<file path="config.mk">
export PLATFORM = sky130hd
export DESIGN_NAME = int_divider
export DESIGN_NICKNAME = d
export VERILOG_FILES = /design/src/rtl/div_pkg.sv /design/src/rtl/div_operand_prep.sv /design/src/rtl/div_restoring_core.sv /design/src/rtl/int_divider.sv
export SDC_FILE = /design/constraint.sdc
export NUM_CORES = 1
export LEC_CHECK = 0
export BUFFER_PORTS_ARGS = -buffer_cell sky130_fd_sc_hd__buf_2
export CORE_MARGIN = 10
export CORE_UTILIZATION = 60
export CTS_BUF_LIST = sky130_fd_sc_hd__clkbuf_2
export DETAILED_ROUTE_END_ITERATION = 10
export GPL_TIMING_DRIVEN = 0
export PLACE_DENSITY = 0.85
export SETUP_SLACK_MARGIN = 0.15
export SYNTH_ARGS = -nofsm -noshare
export SYNTH_HDL_FRONTEND = slang
export SYNTH_SLANG_ARGS = --single-unit
</file>
<file path="constraint.sdc">
create_clock -name clk -period 7.8 [get_ports clk]
set_input_delay 0.39 -clock clk [delete_from_list [all_inputs] [get_ports clk]]
set_output_delay 0.39 -clock clk [all_outputs]
set_load 0.005 [all_outputs]
</file>
<file path="src/rtl/div_pkg.sv">
package div_pkg;
  typedef enum logic [1:0] {
    ST_IDLE = 2'd0,
    ST_RUN  = 2'd1,
    ST_DONE = 2'd2
  } div_state_e;

  function automatic logic [31:0] cnt_unused(input logic [31:0] v);
    return v;
  endfunction
endpackage

</file>
<file path="src/rtl/div_operand_prep.sv">
module div_operand_prep #(
  parameter int W = 32
) (
  input  logic [W-1:0] dividend,
  input  logic [W-1:0] divisor,
  input  logic         is_signed,
  output logic [W-1:0] mag_dvd,
  output logic [W-1:0] mag_dsr,
  output logic         flip_quo,
  output logic         flip_rem,
  output logic         zero_dsr,
  output logic         ovf
);
  localparam logic [W-1:0] MOST_NEG = {1'b1, {(W-1){1'b0}}};

  logic dvd_neg, dsr_neg;

  always_comb begin
    dvd_neg  = is_signed & dividend[W-1];
    dsr_neg  = is_signed & divisor[W-1];
    mag_dvd  = dvd_neg ? (~dividend + 1'b1) : dividend;
    mag_dsr  = dsr_neg ? (~divisor + 1'b1) : divisor;
    flip_quo = dvd_neg ^ dsr_neg;
    flip_rem = dvd_neg;
    zero_dsr = (divisor == '0);
    ovf      = is_signed && (dividend == MOST_NEG) && (divisor == '1);
  end
endmodule

</file>
<file path="src/rtl/div_restoring_core.sv">
module div_restoring_core #(
  parameter int W = 32
) (
  input  logic         clk,
  input  logic         rst,
  input  logic         start,
  input  logic [W-1:0] num,
  input  logic [W-1:0] den,
  output logic [W-1:0] quo,
  output logic [W-1:0] rem,
  output logic         done
);
  localparam int CW = $clog2(W + 1);

  logic [CW-1:0] cnt;
  logic [W-1:0]  den_q;
  logic [W:0]    trial, diff;
  logic          borrow;

  always_comb begin
    trial  = {rem, quo[W-1]};
    diff   = trial - {1'b0, den_q};
    borrow = diff[W];
  end

  always_ff @(posedge clk) begin
    if (rst) begin
      cnt   <= '0;
      done  <= 1'b0;
      quo   <= '0;
      rem   <= '0;
      den_q <= '0;
    end else begin
      done <= 1'b0;
      if (start) begin
        rem   <= '0;
        quo   <= num;
        den_q <= den;
        cnt   <= CW'(W);
      end else if (cnt != '0) begin
        rem  <= borrow ? trial[W-1:0] : diff[W-1:0];
        quo  <= {quo[W-2:0], ~borrow};
        cnt  <= cnt - 1'b1;
        done <= (cnt == CW'(1));
      end
    end
  end
endmodule

</file>
<file path="src/rtl/int_divider.sv">
module int_divider #(
  parameter int DATA_W = 32,
  parameter int TAG_W  = 8
) (
  input  logic              clk,
  input  logic              rst,
  input  logic              in_valid,
  output logic              in_ready,
  input  logic [DATA_W-1:0] in_dividend,
  input  logic [DATA_W-1:0] in_divisor,
  input  logic              in_signed,
  input  logic              in_want_rem,
  input  logic [TAG_W-1:0]  in_tag,
  output logic              out_valid,
  input  logic              out_ready,
  output logic [DATA_W-1:0] out_result,
  output logic [TAG_W-1:0]  out_tag
);
  import div_pkg::*;

  div_state_e state;
  logic [DATA_W-1:0] mag_dvd, mag_dsr, core_quo, core_rem;
  logic flip_quo, flip_rem, zero_dsr, ovf, core_done, accept, core_start;
  logic flip_quo_q, flip_rem_q, want_rem_q;

  div_operand_prep #(.W(DATA_W)) u_prep (
    .dividend (in_dividend),
    .divisor  (in_divisor),
    .is_signed(in_signed),
    .mag_dvd  (mag_dvd),
    .mag_dsr  (mag_dsr),
    .flip_quo (flip_quo),
    .flip_rem (flip_rem),
    .zero_dsr (zero_dsr),
    .ovf      (ovf)
  );

  assign accept     = in_valid && (state == ST_IDLE);
  assign core_start = accept && !zero_dsr && !ovf;

  div_restoring_core #(.W(DATA_W)) u_core (
    .clk  (clk),
    .rst  (rst),
    .start(core_start),
    .num  (mag_dvd),
    .den  (mag_dsr),
    .quo  (core_quo),
    .rem  (core_rem),
    .done (core_done)
  );

  always_ff @(posedge clk) begin
    if (rst) begin
      state      <= ST_IDLE;
      out_result <= '0;
      out_tag    <= '0;
      want_rem_q <= 1'b0;
      flip_quo_q <= 1'b0;
      flip_rem_q <= 1'b0;
    end else begin
      case (state)
        ST_IDLE: if (accept) begin
          out_tag    <= in_tag;
          want_rem_q <= in_want_rem;
          flip_quo_q <= flip_quo;
          flip_rem_q <= flip_rem;
          if (zero_dsr) begin
            out_result <= in_want_rem ? in_dividend : '1;
            state      <= ST_DONE;
          end else if (ovf) begin
            out_result <= in_want_rem ? '0 : in_dividend;
            state      <= ST_DONE;
          end else begin
            state <= ST_RUN;
          end
        end
        ST_RUN: if (core_done) begin
          if (want_rem_q)
            out_result <= flip_rem_q ? (~core_rem + 1'b1) : core_rem;
          else
            out_result <= flip_quo_q ? (~core_quo + 1'b1) : core_quo;
          state <= ST_DONE;
        end
        ST_DONE: if (out_ready) state <= ST_IDLE;
        default: state <= ST_IDLE;
      endcase
    end
  end

  assign in_ready  = (state == ST_IDLE);
  assign out_valid = (state == ST_DONE);
endmodule

</file>
==> impl_metrics.json <==
{
  "outcome": "complete, no violations",
  "rsz0062_at_grt": "false",
  "muxShareOfSynthArea_pct": 0.639,
  "critPathLaunchType": "register",
  "critPathLaunch": "u_core.quo[31]$_SDFFE_PP0P_",
  "viasPerCell": 6.37,
  "gp_congestion": 1.04,
  "netlist.area_leader.share_pct": 27.0,
  "numCtsBuffers": 17,
  "drive_gt1_share_pct": 9.87,
  "path_common_cell": "clkbuf_1",
  "yosysWarnings": 0,
  "drtIter0Drc": 1579,
  "synth_top_family_by_area": "compound AO/OA/AOI/OAI gates",
  "num-nets-final": 1827,
  "setup_viol": 0,
  "relSlewSlack_pct": 33.3,
  "chipWidth_um": 155,
  "rr_worst_depth": 15,
  "final_common_cell": "nand2_1",
  "fin_crit_sh_pct": 51.6,
  "die_area_um2": 24100,
  "path_clk_slew_ps": 260,
  "io_pins": 120,
  "worstPathRequired_ps": 8530,
  "worstHoldPathType": "in -> reg",
  "root_buffer": "clkbuf_2",
  "vias": 12457,
  "holdCritStartpoint": "in_divisor[15]",
  "synth-simple-area-share_pct": 21.9,
  "fillers": 1502,
  "synthXorXnorAreaFrac_pct": 12.0,
  "path_delay_family": "buffers and inverters",
  "design_area_um2": 12800,
  "power_density_nw_per_um2": 275,
  "clkLatencyLatePin_ps": 830,
  "final_cell_mix": "nand2_1 (194), nor2_1 (185), dfxtp_1 (148), buf_2 (127), a21oi_1 (115)",
  "path_cells": "inv_1 > ha_1 > fa_1 > nand2b_1 > a21oi_1 > o31a_1 > or3_1 > clkbuf_1 > a311o_1 > and3_1 > clkbuf_1 > clkbuf_1 > clkbuf_1 > a32oi_1 > o21ai_1",
  "placed_cell_area_um2": 11800,
  "yosysUniqueCellTypes": 56,
  "synthArstFlopShare_pct": 0,
  "cts_resized": 0,
  "r2r-start": "u_core.quo[31]$_SDFFE_PP0P_",
  "synth_compound_area_share_pct": 26.3,
  "grt_antenna_before_repair": 4,
  "cts.sinks": 148,
  "wire_per_inst_um": 20.8,
  "r2r_setup_slack_ps": 3770,
  "dp_hpwl_um": 31200,
  "drc": 0,
  "synth_area_um2": 11000,
  "path_class": "reg -> reg",
  "slowest_delay_ps": 510,
  "min_period_ps": 4030,
  "yosysTopAreaCell": "dfxtp_1",
  "place.port_buffers": 117,
  "drv_cap": 0,
  "power.leakage_nw": 4.96,
  "cp_num_buf_inv": 5,
  "cts.path.max_buffers": 2,
  "row_count": 49,
  "cp.depth": 15,
  "syn_nets": 1622,
  "syn_area_per_cell_um2": 7.29,
  "ys_seq_elements": 148,
  "finClkSkew_ps": 59.7,
  "grt_pass1_wl_um": 63200,
  "end_kind": "register",
  "grt_pass1_vias": 11576,
  "seq_area_frac_synth_pct": 27.0,
  "ir_worst_vdd_mv": 0.174,
  "slowest_stage": "dfxtp_1",
  "core_um2": 18000,
  "cts_tree": "built",
  "drtAntennaViolNets": 0,
  "routed_wl_um": 40600,
  "drtPass1Iterations": 8,
  "fin_tns_setup_ps": 0,
  "worst_pin_slew_ps": 991,
  "finalHoldViolCount": 0,
  "synth_cells": 1504,
  "grt_overflow": 0,
  "htree_levels": 4,
  "crit_arrival_ps": 4750,
  "synth-edff-count": 0,
  "ys.flop_type": "dfxtp_1",
  "endpoint": "u_core.rem[30]$_SDFFE_PP0P_",
  "die_h_um": 155,
  "max_freq_mhz": 248,
  "synthTopCellsByArea": "dfxtp_1 (27%), nand2_1 (6.6%), xnor2_1 (6.5%), nor2_1 (6.3%), xor2_1 (5.5%)",
  "layout-area-overhead-vs-synth_pct": 16.3,
  "crit_path_max_fanout": 10,
  "grt_max_degree": 17,
  "drv_slew": 0,
  "synth_fa_ha_area_share_pct": 6.37,
  "initial_core_util_pct": 61.0,
  "r2r_end": "u_core.rem[30]$_SDFFE_PP0P_",
  "grt_util_all_layers_pct": 32.6
}
==> worst min path at each step <==
stage,to,depth (start not counted)
2_1_floorplan,u_core.den_q[16]$_SDFFE_PP0P_,2
3_3_place_gp,out_result[18]$_SDFFE_PP0P_,2
3_5_place_dp,out_tag[1]$_SDFFE_PP0P_,2
4_1_cts,u_core.den_q[13]$_SDFFE_PP0P_,4
5_1_grt,u_core.quo[4]$_SDFFE_PP0P_,4
6_report,u_core.den_q[15]$_SDFFE_PP0P_,4
==> timing repair <==
| action | 4_1_cts | 5_1_grt |
|---|---|---|
| buffers inserted | 0 | 0 |
| hold endpoints to repair | 66 | 0 |
| hold buffers | 69 | 0 |
==> area by class of cell <==
class	count	area [µm²]	area share (%)
multi-input cells	1194	7370	57.8
flip-flops and latches	148	2960	23.2
repair buffers	186	1280	10.0
plain buffers	100	395	3.10
well taps	229	287	2.25
inverters	62	233	1.82
clock inverters	14	124	0.971
clock buffers	18	90.1	0.706
diodes	6	15.0	0.118
==> synth_stat cells, drive strengths merged, types with 12 or more instances <==
library cell,n
nand2,194
nor2,185
dfxtp,148
a21oi,115
o21ai,101
clkbuf,84
xnor2,81
xor2,69
inv,62
a211oi,58
ha,39
a311oi,33
nor3,32
o31ai,32
or4,21
maj3,19
o41ai,19
o211ai,18
nor4,17
buf,16
nand2b,16
nand4,16
a21o,15
o22ai,12
==> cells by family after synthesis <==
group                    count (synthesis)
multiplexers                             7
flip-flops                             148
adder cells (fa/ha/maj)                 59
AO/OA/AOI/OAI                          446
XOR/XNOR                               150
buffers and inverters                  162
AND/OR/NAND/NOR                        532
==> worst register-to-register path: cells and delay by family (launching register included) <==
kind | cells | cell delay (ps)
buffers and inverters | 5 | 1410
AOI/OAI and AO/OA | 5 | 990
adders and majority gates | 2 | 620
DFF | 1 | 510
and+or+nand+nor | 3 | 430
==> sequential cells by signal (all words and copies together), names as in the netlist <==
signal,flops
u_core.done,1
u_core.den_q,32
flip_quo_q,1
state,2
out_result,32
want_rem_q,1
u_core.cnt,6
flip_rem_q,1
out_tag,8
u_core.rem,32
u_core.quo,32
==> where the power goes <==
part | switching [mW] | internal [mW]
clock | 0.334 | 0.0962
sequential | 0.155 | 0.872
combinational | 1.33 | 0.723
total | 1.81 | 1.69
==> layer usage <==
metal | vias up | GRT usage, % | part of all wire (%)
met5 | - | 0 | 0
met4 | 0 | 10.4 | 3.4
met3 | 144 | 9.57 | 13
met2 | 809 | 48.5 | 42
met1 | 5688 | 44.0 | 42
li1 | 5816 | - | -
==> through the flow <==
stage / std cells / power [mW] / hold WS (ps) / setup WS [ps] / utilization (%)
finish: 1957 / 3.51 / 38.8 / 3770 / 71.0
global route: 1956 / 3.74 / 22.0 / 3470 / 71.0
CTS: 1951 / 3.42 / 0.887 / 3860 / 70.9
detailed placement: 1850 / 2.98 / 445 / 3780 / 65.9
global placement: 1850 / 2.96 / 438 / 3810 / 65.9
floorplan: 1504 / 2.43 / 432 / 4740 / -
(Power assumes the default switching activity.)
